===== config.mk =====
export PLATFORM = sky130hd
export DESIGN_NAME = cic_decim_scale
export DESIGN_NICKNAME = d
export VERILOG_FILES = /design/src/rtl/cicd_pkg.sv /design/src/rtl/cicd_integ.sv /design/src/rtl/cicd_comb.sv /design/src/rtl/cicd_scale.sv /design/src/rtl/cic_decim_scale.sv
export SDC_FILE = /design/constraint.sdc
export NUM_CORES = 1
export LEC_CHECK = 0
export ABC_AREA = 0
export BUFFER_PORTS_ARGS = -buffer_cell sky130_fd_sc_hd__buf_2
export CAP_MARGIN = 10
export CORE_UTILIZATION = 40
export CTS_BUF_LIST = sky130_fd_sc_hd__clkbuf_16
export CTS_CLUSTER_DIAMETER = 50
export DETAILED_ROUTE_END_ITERATION = 6
export SETUP_SLACK_MARGIN = 0.3
export SLEW_MARGIN = 20
export SYNTH_ARGS = -nofsm -noshare
export SYNTH_HDL_FRONTEND = slang
export SYNTH_HIERARCHICAL = 1
export SYNTH_SLANG_ARGS = --single-unit

===== constraint.sdc =====
create_clock -name clk -period 9.3 [get_ports clk]
set_input_delay 1.395 -clock clk [delete_from_list [all_inputs] [get_ports clk]]
set_output_delay 1.395 -clock clk [all_outputs]
set_load 0.02 [all_outputs]

===== src/rtl/cicd_pkg.sv =====
package cicd_pkg;
    localparam int unsigned CICD_IN_W      = 14;
    localparam int unsigned CICD_ACC_W     = 26;
    localparam int unsigned CICD_OUT_W     = 24;
    localparam int unsigned CICD_MAX_ORDER = 5;
    localparam int unsigned CICD_RATIO_W   = 4;
    localparam int unsigned CICD_SHIFT_W   = 3;

    // Outcome of the range check in the scale stage
    typedef enum logic [1:0] {
        CLAMP_NONE = 2'd0,
        CLAMP_HIGH = 2'd1,
        CLAMP_LOW  = 2'd2
    } clamp_e;
endpackage


===== src/rtl/cicd_integ.sv =====
// Integrator chain at the input rate; stages at or above the active order hold.
module cicd_integ #(
    parameter int unsigned IN_W      = 14,
    parameter int unsigned ACC_W     = 26,
    parameter int unsigned MAX_ORDER = 5,
    parameter int unsigned ORD_W     = $clog2(MAX_ORDER + 1)
) (
    input  logic             clk,
    input  logic             rst_n,
    input  logic             in_valid,
    input  logic [IN_W-1:0]  in_sample,
    input  logic [ORD_W-1:0] order,
    output logic [ACC_W-1:0] sum_o
);
    typedef struct packed {
        logic [MAX_ORDER-1:0][ACC_W-1:0] acc;
    } integ_st_t;

    integ_st_t st_d, st_q;
    logic [MAX_ORDER-1:0][ACC_W-1:0] chain;

    always_comb begin
        chain[0] = st_q.acc[0] + ACC_W'($signed(in_sample));
        for (int k = 1; k < MAX_ORDER; k++) begin
            chain[k] = st_q.acc[k] + chain[k-1];
        end
    end

    always_comb begin
        st_d = st_q;
        for (int k = 0; k < MAX_ORDER; k++) begin
            if (in_valid && (k < int'(order))) begin
                st_d.acc[k] = chain[k];
            end
        end
        sum_o = chain[order - 1'b1];
    end

    always_ff @(posedge clk) begin
        if (!rst_n) st_q <= '0;
        else        st_q <= st_d;
    end

    AST_INTEG_IDLE_HOLD: assert property (@(posedge clk) disable iff (!rst_n)
        !in_valid |=> $stable(st_q));
endmodule


===== src/rtl/cicd_comb.sv =====
// Comb chain at the decimated rate; each stage subtracts its previous input.
module cicd_comb #(
    parameter int unsigned ACC_W     = 26,
    parameter int unsigned MAX_ORDER = 5,
    parameter int unsigned ORD_W     = $clog2(MAX_ORDER + 1)
) (
    input  logic             clk,
    input  logic             rst_n,
    input  logic             dec_valid,
    input  logic [ACC_W-1:0] dec_data,
    input  logic [ORD_W-1:0] order,
    output logic [ACC_W-1:0] diff_o
);
    typedef struct packed {
        logic [MAX_ORDER-1:0][ACC_W-1:0] dly;
    } comb_st_t;

    comb_st_t st_d, st_q;
    logic [MAX_ORDER-1:0][ACC_W-1:0] stage_in;
    logic [MAX_ORDER-1:0][ACC_W-1:0] stage_out;

    always_comb begin
        stage_in[0]  = dec_data;
        stage_out[0] = dec_data - st_q.dly[0];
        for (int k = 1; k < MAX_ORDER; k++) begin
            stage_in[k]  = stage_out[k-1];
            stage_out[k] = stage_out[k-1] - st_q.dly[k];
        end
    end

    always_comb begin
        st_d = st_q;
        for (int k = 0; k < MAX_ORDER; k++) begin
            if (dec_valid && (k < int'(order))) begin
                st_d.dly[k] = stage_in[k];
            end
        end
        diff_o = stage_out[order - 1'b1];
    end

    always_ff @(posedge clk) begin
        if (!rst_n) st_q <= '0;
        else        st_q <= st_d;
    end

    AST_COMB_IDLE_HOLD: assert property (@(posedge clk) disable iff (!rst_n)
        !dec_valid |=> $stable(st_q));
endmodule


===== src/rtl/cicd_scale.sv =====
// Rounded arithmetic right shift, clamp to the output range, sticky flag.
module cicd_scale
    import cicd_pkg::*;
#(
    parameter int unsigned ACC_W   = 26,
    parameter int unsigned OUT_W   = 24,
    parameter int unsigned SHIFT_W = 3
) (
    input  logic               clk,
    input  logic               rst_n,
    input  logic               res_valid,
    input  logic [ACC_W-1:0]   res_data,
    input  logic [SHIFT_W-1:0] shift,
    input  logic               sat_en,
    input  logic               sat_clr,
    output logic               out_valid,
    output logic [OUT_W-1:0]   out_data,
    output logic               sat_flag
);
    localparam int unsigned EXT_W = ACC_W + 1;
    localparam logic signed [EXT_W-1:0] LIM_HI =
        {{(EXT_W - OUT_W + 1){1'b0}}, {(OUT_W - 1){1'b1}}};
    localparam logic signed [EXT_W-1:0] LIM_LO = ~LIM_HI;

    typedef struct packed {
        logic             vld;
        logic [OUT_W-1:0] data;
        logic             sat;
    } scale_st_t;

    scale_st_t st_d, st_q;
    logic signed [EXT_W-1:0] widened;
    logic signed [EXT_W-1:0] bias;
    logic signed [EXT_W-1:0] shifted;
    clamp_e                  clamp;

    always_comb begin
        widened = EXT_W'($signed(res_data));
        bias    = (shift == '0) ? '0 : (EXT_W'(1) << (shift - 1'b1));
        shifted = (widened + bias) >>> shift;
        if (shifted > LIM_HI)      clamp = CLAMP_HIGH;
        else if (shifted < LIM_LO) clamp = CLAMP_LOW;
        else                       clamp = CLAMP_NONE;
    end

    always_comb begin
        st_d     = st_q;
        st_d.vld = res_valid;
        if (res_valid) begin
            unique case (clamp)
                CLAMP_HIGH: st_d.data = LIM_HI[OUT_W-1:0];
                CLAMP_LOW:  st_d.data = LIM_LO[OUT_W-1:0];
                default:    st_d.data = shifted[OUT_W-1:0];
            endcase
        end
        if (res_valid && sat_en && (clamp != CLAMP_NONE)) st_d.sat = 1'b1;
        else if (sat_clr)                                 st_d.sat = 1'b0;
    end

    always_ff @(posedge clk) begin
        if (!rst_n) st_q <= '0;
        else        st_q <= st_d;
    end

    assign out_valid = st_q.vld;
    assign out_data  = st_q.data;
    assign sat_flag  = st_q.sat;

    AST_SAT_STICKY: assert property (@(posedge clk) disable iff (!rst_n)
        (sat_flag && !sat_clr) |=> sat_flag);
    AST_SAT_MASKED: assert property (@(posedge clk) disable iff (!rst_n)
        (!sat_en && !sat_flag) |=> !sat_flag);
    AST_SAT_ON_EXTREME: assert property (@(posedge clk) disable iff (!rst_n)
        $rose(sat_flag) |-> (out_valid && ((out_data == LIM_HI[OUT_W-1:0]) ||
                                           (out_data == LIM_LO[OUT_W-1:0]))));
endmodule


===== src/rtl/cic_decim_scale.sv =====
module cic_decim_scale
    import cicd_pkg::*;
#(
    parameter int unsigned IN_W      = CICD_IN_W,
    parameter int unsigned ACC_W     = CICD_ACC_W,
    parameter int unsigned OUT_W     = CICD_OUT_W,
    parameter int unsigned MAX_ORDER = CICD_MAX_ORDER,
    parameter int unsigned RATIO_W   = CICD_RATIO_W,
    parameter int unsigned SHIFT_W   = CICD_SHIFT_W,
    parameter int unsigned ORD_W     = $clog2(MAX_ORDER + 1)
) (
    input  logic               clk,
    input  logic               rst_n,
    input  logic               in_valid,
    input  logic [IN_W-1:0]    in_sample,
    input  logic [ORD_W-1:0]   cfg_order,
    input  logic [RATIO_W-1:0] cfg_ratio,
    input  logic [SHIFT_W-1:0] cfg_shift,
    input  logic               sat_en,
    input  logic               sat_clr,
    output logic               out_valid,
    output logic [OUT_W-1:0]   out_data,
    output logic               sat_flag
);
    typedef struct packed {
        logic [RATIO_W-1:0] cnt;
        logic               dec_vld;
        logic [ACC_W-1:0]   dec;
        logic [ORD_W-1:0]   warm;
    } top_st_t;

    top_st_t            st_d, st_q;
    logic [ORD_W-1:0]   ord_eff;
    logic [RATIO_W-1:0] ratio_eff;
    logic [ACC_W-1:0]   integ_sum;
    logic [ACC_W-1:0]   comb_diff;
    logic               emit;

    // Out-of-range settings are folded onto the nearest legal value
    always_comb begin
        if (cfg_order == '0)                        ord_eff = ORD_W'(1);
        else if (cfg_order > ORD_W'(MAX_ORDER))     ord_eff = ORD_W'(MAX_ORDER);
        else                                        ord_eff = cfg_order;
        ratio_eff = (cfg_ratio < RATIO_W'(2)) ? RATIO_W'(2) : cfg_ratio;
    end

    always_comb begin
        st_d         = st_q;
        st_d.dec_vld = 1'b0;
        if (in_valid) begin
            if (st_q.cnt == ratio_eff - 1'b1) begin
                st_d.cnt     = '0;
                st_d.dec_vld = 1'b1;
                st_d.dec     = integ_sum;
            end else begin
                st_d.cnt = st_q.cnt + 1'b1;
            end
        end
        if (st_q.dec_vld && (st_q.warm < ord_eff)) st_d.warm = st_q.warm + 1'b1;
        emit = st_q.dec_vld && (st_q.warm >= ord_eff);
    end

    always_ff @(posedge clk) begin
        if (!rst_n) st_q <= '0;
        else        st_q <= st_d;
    end

    cicd_integ #(
        .IN_W(IN_W), .ACC_W(ACC_W), .MAX_ORDER(MAX_ORDER), .ORD_W(ORD_W)
    ) u_integ (
        .clk(clk), .rst_n(rst_n), .in_valid(in_valid), .in_sample(in_sample),
        .order(ord_eff), .sum_o(integ_sum)
    );

    cicd_comb #(
        .ACC_W(ACC_W), .MAX_ORDER(MAX_ORDER), .ORD_W(ORD_W)
    ) u_comb (
        .clk(clk), .rst_n(rst_n), .dec_valid(st_q.dec_vld), .dec_data(st_q.dec),
        .order(ord_eff), .diff_o(comb_diff)
    );

    cicd_scale #(
        .ACC_W(ACC_W), .OUT_W(OUT_W), .SHIFT_W(SHIFT_W)
    ) u_scale (
        .clk(clk), .rst_n(rst_n), .res_valid(emit), .res_data(comb_diff),
        .shift(cfg_shift), .sat_en(sat_en), .sat_clr(sat_clr),
        .out_valid(out_valid), .out_data(out_data), .sat_flag(sat_flag)
    );

    AST_OUT_PULSE: assert property (@(posedge clk) disable iff (!rst_n)
        out_valid |=> !out_valid);
    AST_OUT_AFTER_STROBE: assert property (@(posedge clk) disable iff (!rst_n)
        out_valid |-> $past(st_q.dec_vld));
endmodule


==> impl_metrics.yaml, run 1 <==
sta:
  fin_ws_ns: 0.0566
  period_needed_ns: 9.24
  drv_slew: 0
  hold_viol: 0
  finalSetupViolations: 0
  worst_pin_slew_ns: 1.05
  relSlewSlack: 0.298
  skew_ns: 0.0491
  min_period_over_period: 0.994
  rsz0062_at_grt: "true"
  fmax_mhz: 108
clock_tree:
  cts-buffers-inserted: 57
  clk_pin_slew_ns: 0.05
  cts_tree: "built"
  clock-sinks: 320
  h-tree-depth: 2
  cts_root_buf: "clkbuf_16"
  clk_latency_ns: 0.64
  clk_path_buf_depth: 3
  cts_hold_buf: 0
critical_path:
  worstSetupPathType: "reg -> reg"
  critPathRequiredTime_ns: 9.81
  critical-path-max-stage-delay_ns: 0.57
  start_kind: "flip-flop"
  cp-end-kind: "flip-flop"
  crit_top_cell: "a21oi_2"
  slowest_stage: "or4_4"
  crit_fanout: 5
  cp.arrival_ns: 9.75
die:
  ioPinCount: 55
  rows: 97
  initial_core_util: 0.405
  fp.dieArea_um2: 72300
  die_width_um: 269
  die_h_um: 269
  core_area_um2: 70300
synth:
  ys_seq_area_frac: 0.225
  synth_cells: 3692
  synth-seq-cells: 320
  synth.area.top_cells: "dfxtp_1 (22%), ha_1 (12%), nand2_1 (9.1%)"
  synth_top_area_frac: 0.225
  yosysTopAreaCell: "dfxtp_1"
  synth_edf_count: 0
  synth.avg_cell_area_um2: 7.72
  ys_warn_count: 6
  synth_area_um2: 28500
  synthDistinctLibCells: 116
  mappedNetlistNets: 4006
  synth_flop_cell: "dfxtp_1"
  async_reset_ff_frac: 0
layout:
  mostFrequentLayoutCells: "nand2_1 (686), buf_4 (615), dfxtp_1 (318)"
  diodes: 0
  final_common_cell: "nand2_1"
  drive_gt1_frac: 0.255
  fin_nets: 4608
  syn2layout_area_growth_pct: 31.7
routing:
  drt-total-wl_mm: 86.9
  drt_iter0_drc: 1440
  wl_met2_mm: 40.3
  dr.max_layer_used: "met4"
  firstDrtPassIters: 5
  via_per_inst: 5.29
  drt-met1-wl_mm: 40.5
  drtAntennaViolNets: 0
  vias: 27900
  wire_per_inst_um: 16.5
  drc: 0
  route.met3.wl_mm: 3.05
global_routing:
  grt_pass1_wl_mm: 138
  antenna_found_initial: 0
  track_usage: 0.235
  gr-total-overflow: 0
  grt_max_degree: 105
  grt_pass1_vias: 26500
placed_design:
  port_buffers: 54
  place_ws_ns: -0.447
  hpwl_mm: 65.9
  place_congestion: 0.914
min_path:
  hp-class: "reg -> reg"
run:
  drv_cap: 0
outcome:
  status: "finished, final reports clean"
## critical path, delay by kind of cell, from the launching register on
kind,cells,cell delay (ns)
buf+inv,7,0.77
compound gates,25,3.89
xor+xnor,6,1.03
fa+ha+maj,6,1.65
simple gates,6,1.51
flops,1,0.32
## cells by family (layout without fill, tap and decap cells)
kind of cell | count (synthesis) | in the layout | synth area share
simple gates | 1266 | 1266 | 0.201
mux | 108 | 108 | 0.0497
flops | 320 | 320 | 0.225
xor+xnor | 255 | 255 | 0.0820
buf+inv | 362 | 1008 | 0.0502
compound gates | 1095 | 1095 | 0.264
other cells | 1 | 1 | 0.000132
fa+ha+maj | 285 | 285 | 0.128
## path summary, 6_finish.rpt
check / to / slack, ns / depth (start not counted) / startpoint
worst max-delay path: u_scale/out_data[5]$_SDFFE_PN0P_ / 0.06 / 50 / st_q[3]$_SDFFE_PN0P_
worst min-delay path: u_comb/st_q[84]$_SDFFE_PN0P_ / 0.46 / 2 / u_comb/st_q[84]$_SDFFE_PN0P_
worst max register to register: u_scale/out_data[5]$_SDFFE_PN0P_ / 0.06 / 50 / st_q[3]$_SDFFE_PN0P_
worst min register to register: u_comb/st_q[84]$_SDFFE_PN0P_ / 0.46 / 2 / u_comb/st_q[84]$_SDFFE_PN0P_
## Yosys cell counts, types with 7 or more instances
cell type	n
o221ai_1	9
or3_1	17
o31ai_1	18
mux4_2	26
a22oi_1	11
buf_1	10
a21o_1	100
nor3b_1	18
o22ai_1	18
clkbuf_1	118
nand3_1	49
a21boi_0	211
nand2b_1	50
o21a_1	50
a22o_1	11
mux2i_1	75
o211a_1	24
fa_1	11
nand2_1	690
o21ai_0	161
nor2_1	217
ha_1	274
and2_1	31
o2111ai_1	8
a31oi_1	41
a21boi_1	9
nand4_1	23
and3_1	25
o21ai_1	18
xor2_1	74
inv_1	217
a211oi_1	21
o211ai_1	28
mux2_2	7
and4_1	9
a21oi_1	223
nand3b_1	12
xnor2_1	171
a21oi_2	10
a211o_1	9
nor4_1	7
dfxtp_1	320
nor3_1	44
o21bai_1	27
nor2b_1	33
## per-stage QoR
stage               area (µm²)  hold slack (ns)  std cells  utilization  setup TNS, ns
floorplan                28500            0.435       3692            -              0
global placement         33500            0.441       5082        0.477          -6.43
detailed placement       33500            0.453       5082        0.477         -10.03
CTS                      36500            0.459       5246        0.520              0
global route             37500            0.481       5278        0.534          -9.40
finish                   37500            0.461       5278        0.534              0
## registers in the layout, indices dropped and copies added (netlist names)
name and cells:
u_scale/sat_flag 1, u_scale/out_data 24, u_scale/out_valid 1, u_integ/st_q 130
u_comb/st_q 130, st_q 34
## repair_timing
| action | in CTS | in global routing |
|---|---|---|
| cloned | 1 | 0 |
| resized for setup | 122 | 152 |
| pin swaps | 103 | 138 |
| setup endpoints to repair | 26 | 47 |
| endpoints found under the hold margin | 0 | 0 |
| buffers inserted | 60 | 32 |
## area by class of cell
class,count,area (µm²)
clock buffers,58,1450
flip-flops and latches,320,6410
well taps,940,1180
repair buffers,683,5080
fillers,6664,32700
clock inverters,45,503
multi-input cells,3010,22100
inverters,222,833
## metal layers
| metal | global-route usage | up-vias |
|---|---|---|
| met4 | 0.0842 | 0 |
| met2 | 0.396 | 466 |
| met3 | 0.0238 | 157 |
| met1 | 0.309 | 13000 |
| met5 | 0 | - |
| li1 | - | 14300 |
Power of run 1 is left out: the tool's default activity adds up to more than one toggle a clock period on the data nets, which glitch-free logic cannot reach.
==> inputs of run 2 (changes only) <==
--- a/config.mk
+++ b/config.mk
@@ -12,6 +12,8 @@
 export CTS_BUF_LIST = sky130_fd_sc_hd__clkbuf_16
 export CTS_CLUSTER_DIAMETER = 50
 export DETAILED_ROUTE_END_ITERATION = 6
+export RECOVER_POWER = 25
+export REMOVE_ABC_BUFFERS = 1
 export SETUP_SLACK_MARGIN = 0.3
 export SLEW_MARGIN = 20
 export SYNTH_ARGS = -nofsm -noshare
==> run 2 against run 1 <==
Net effect:
- the flow now finishes with violations (capacitance limit, slew limit, setup timing)
- routed wire length is 5.4% lower
- critical endpoint is now u_scale/out_data[16]$_SDFFE_PN0P_
- cell count up 0.13%
- first-iteration DRC count shrank 15%
- setup slack got worse by 0.21 ns
- global-route usage decreased by 1.4 points
- sequential cell count is the same
==> impl_metrics.yaml, run 2 (synthesized netlist as in run 1, its figures left out) <==
sta:
  fmax_mhz: 106
  skew_ns: 0.0496
  relSlewSlack: -1.89
  worst_pin_slew_ns: 4.34
  fin_ws_ns: -0.157
  timing.setup.tns_ns: -1.55
  rsz0062_at_grt: "true"
  period_needed_ns: 9.46
  finalSetupViolations: 23
  min_period_over_period: 1.02
  drv_slew: 166
  hold_viol: 0
die:
  die_width_um: 269
  core_area_um2: 70300
  rows: 97
  ioPinCount: 55
  initial_core_util: 0.405
  fp.dieArea_um2: 72300
  die_h_um: 269
global_routing:
  track_usage: 0.221
  antenna_found_initial: 0
  grt_pass1_wl_mm: 132
  grt_pass1_vias: 27300
  grt_max_degree: 119
  gr-total-overflow: 0
outcome:
  violations: "capacitance limit, slew limit, setup timing"
  status: "complete, but fails checks"
clock_tree:
  clock-sinks: 320
  clk_latency_ns: 0.65
  clk_path_buf_depth: 3
  cts_root_buf: "clkbuf_16"
  cts-buffers-inserted: 58
  h-tree-depth: 2
  cts_tree: "built"
  clk_pin_slew_ns: 0.06
placed_design:
  hpwl_mm: 61.0
  place_ws_ns: -1.13
  place_congestion: 0.923
  port_buffers: 54
  dp.cells: 5097
critical_path:
  cp.arrival_ns: 9.95
  slowest_stage: "ha_1"
  critPathRequiredTime_ns: 9.79
  crit_fanout: 4
  worstSetupPathType: "reg -> reg"
  start_kind: "flip-flop"
  cp-end-kind: "flip-flop"
  critical-path-max-stage-delay_ns: 0.35
  crit_top_cell: "buf_4"
routing:
  via_per_inst: 5.27
  drc: 0
  vias: 27800
  firstDrtPassIters: 5
  drtAntennaViolNets: 0
  drt_iter0_drc: 1222
  drt-total-wl_mm: 82.2
  wire_per_inst_um: 15.6
layout:
  largestRegisters: "u_comb/st_q: 130 flops, u_integ/st_q: 130 flops, st_q: 34 flops"
  fin_cells: 5285
  mostFrequentLayoutCells: "nand2_1 (678), buf_4 (603), dfxtp_1 (316)"
  syn2layout_area_growth_pct: 31.7
  final_util: 0.534
  drive_gt1_frac: 0.249
  fin_nets: 4612
  final_common_cell: "nand2_1"
  diodes: 0
  fillCellCount: 6619
min_path:
  hp-class: "reg -> reg"
run:
  drv_cap: 2
## run 2: changes by cell type in the layout (fill, tap and decap cells not counted), moves of 7 or more
cell	change
buf_4	-12
clkbuf_1	+32
nand2_2	+7
buf_2	-27
buf_6	+7
nand2_1	-8
## run 2: cell type report
type / count / area (µm²) / share of cell area
inverter: 222 / 833 / 0.0222
timing repair buffer: 685 / 5100 / 0.136
clock buffer: 58 / 1450 / 0.0387
tap: 940 / 1180 / 0.0314
clock inverter: 49 / 470 / 0.0125
sequential: 320 / 6410 / 0.171
multi-input combinational: 3011 / 22100 / 0.588
## run 2: routing by layer
metal	share of wire	routed length [µm]	vias up	global-route usage
li1	-	-	14300	-
met5	0	0	-	0
met2	0.49	40500	418	0.408
met4	0.034	2830	0	0.0823
met3	0.028	2340	169	0.0224
met1	0.44	36500	13000	0.262
## run 2: final timing paths
path / from / endpoint / slack, ns / cells past startpoint
worst min register to register: u_comb/st_q[50]$_SDFFE_PN0P_ / u_comb/st_q[50]$_SDFFE_PN0P_ / 0.46 / 2
worst max register to register: st_q[3]$_SDFFE_PN0P_ / u_scale/out_data[16]$_SDFFE_PN0P_ / -0.16 / 56
worst min-delay path: u_comb/st_q[50]$_SDFFE_PN0P_ / u_comb/st_q[50]$_SDFFE_PN0P_ / 0.46 / 2
worst max-delay path: st_q[3]$_SDFFE_PN0P_ / u_scale/out_data[16]$_SDFFE_PN0P_ / -0.16 / 56
## run 2: what timing repair did
| action | in CTS | in global routing |
|---|---|---|
| pin swaps | 84 | 195 |
| hold buffers | 0 | 0 |
| setup endpoints to repair | 25 | 43 |
| gates cloned | 2 | 1 |
| resized for setup | 106 | 188 |
| buffers inserted | 36 | 42 |
| hold endpoints to repair | 0 | 0 |
## run 2: stage by stage
step | hold WS [ns] | cell area, µm²
after floorplan | 0.435 | 27900
after global placement | 0.444 | 33600
after detailed placement | 0.452 | 33600
after CTS | 0.460 | 36300
after global routing | 0.481 | 37500
final | 0.455 | 37500
## run 2: critical path, delay by kind of cell (launching register included)
kind | cells | cell delay, ns
xor+xnor | 6 | 0.89
mux | 1 | 0.18
fa+ha+maj | 6 | 1.63
compound gates | 24 | 4.09
flops | 1 | 0.32
buf+inv | 10 | 1.20
simple gates | 9 | 0.97
Power of run 2 is left out for the same reason.
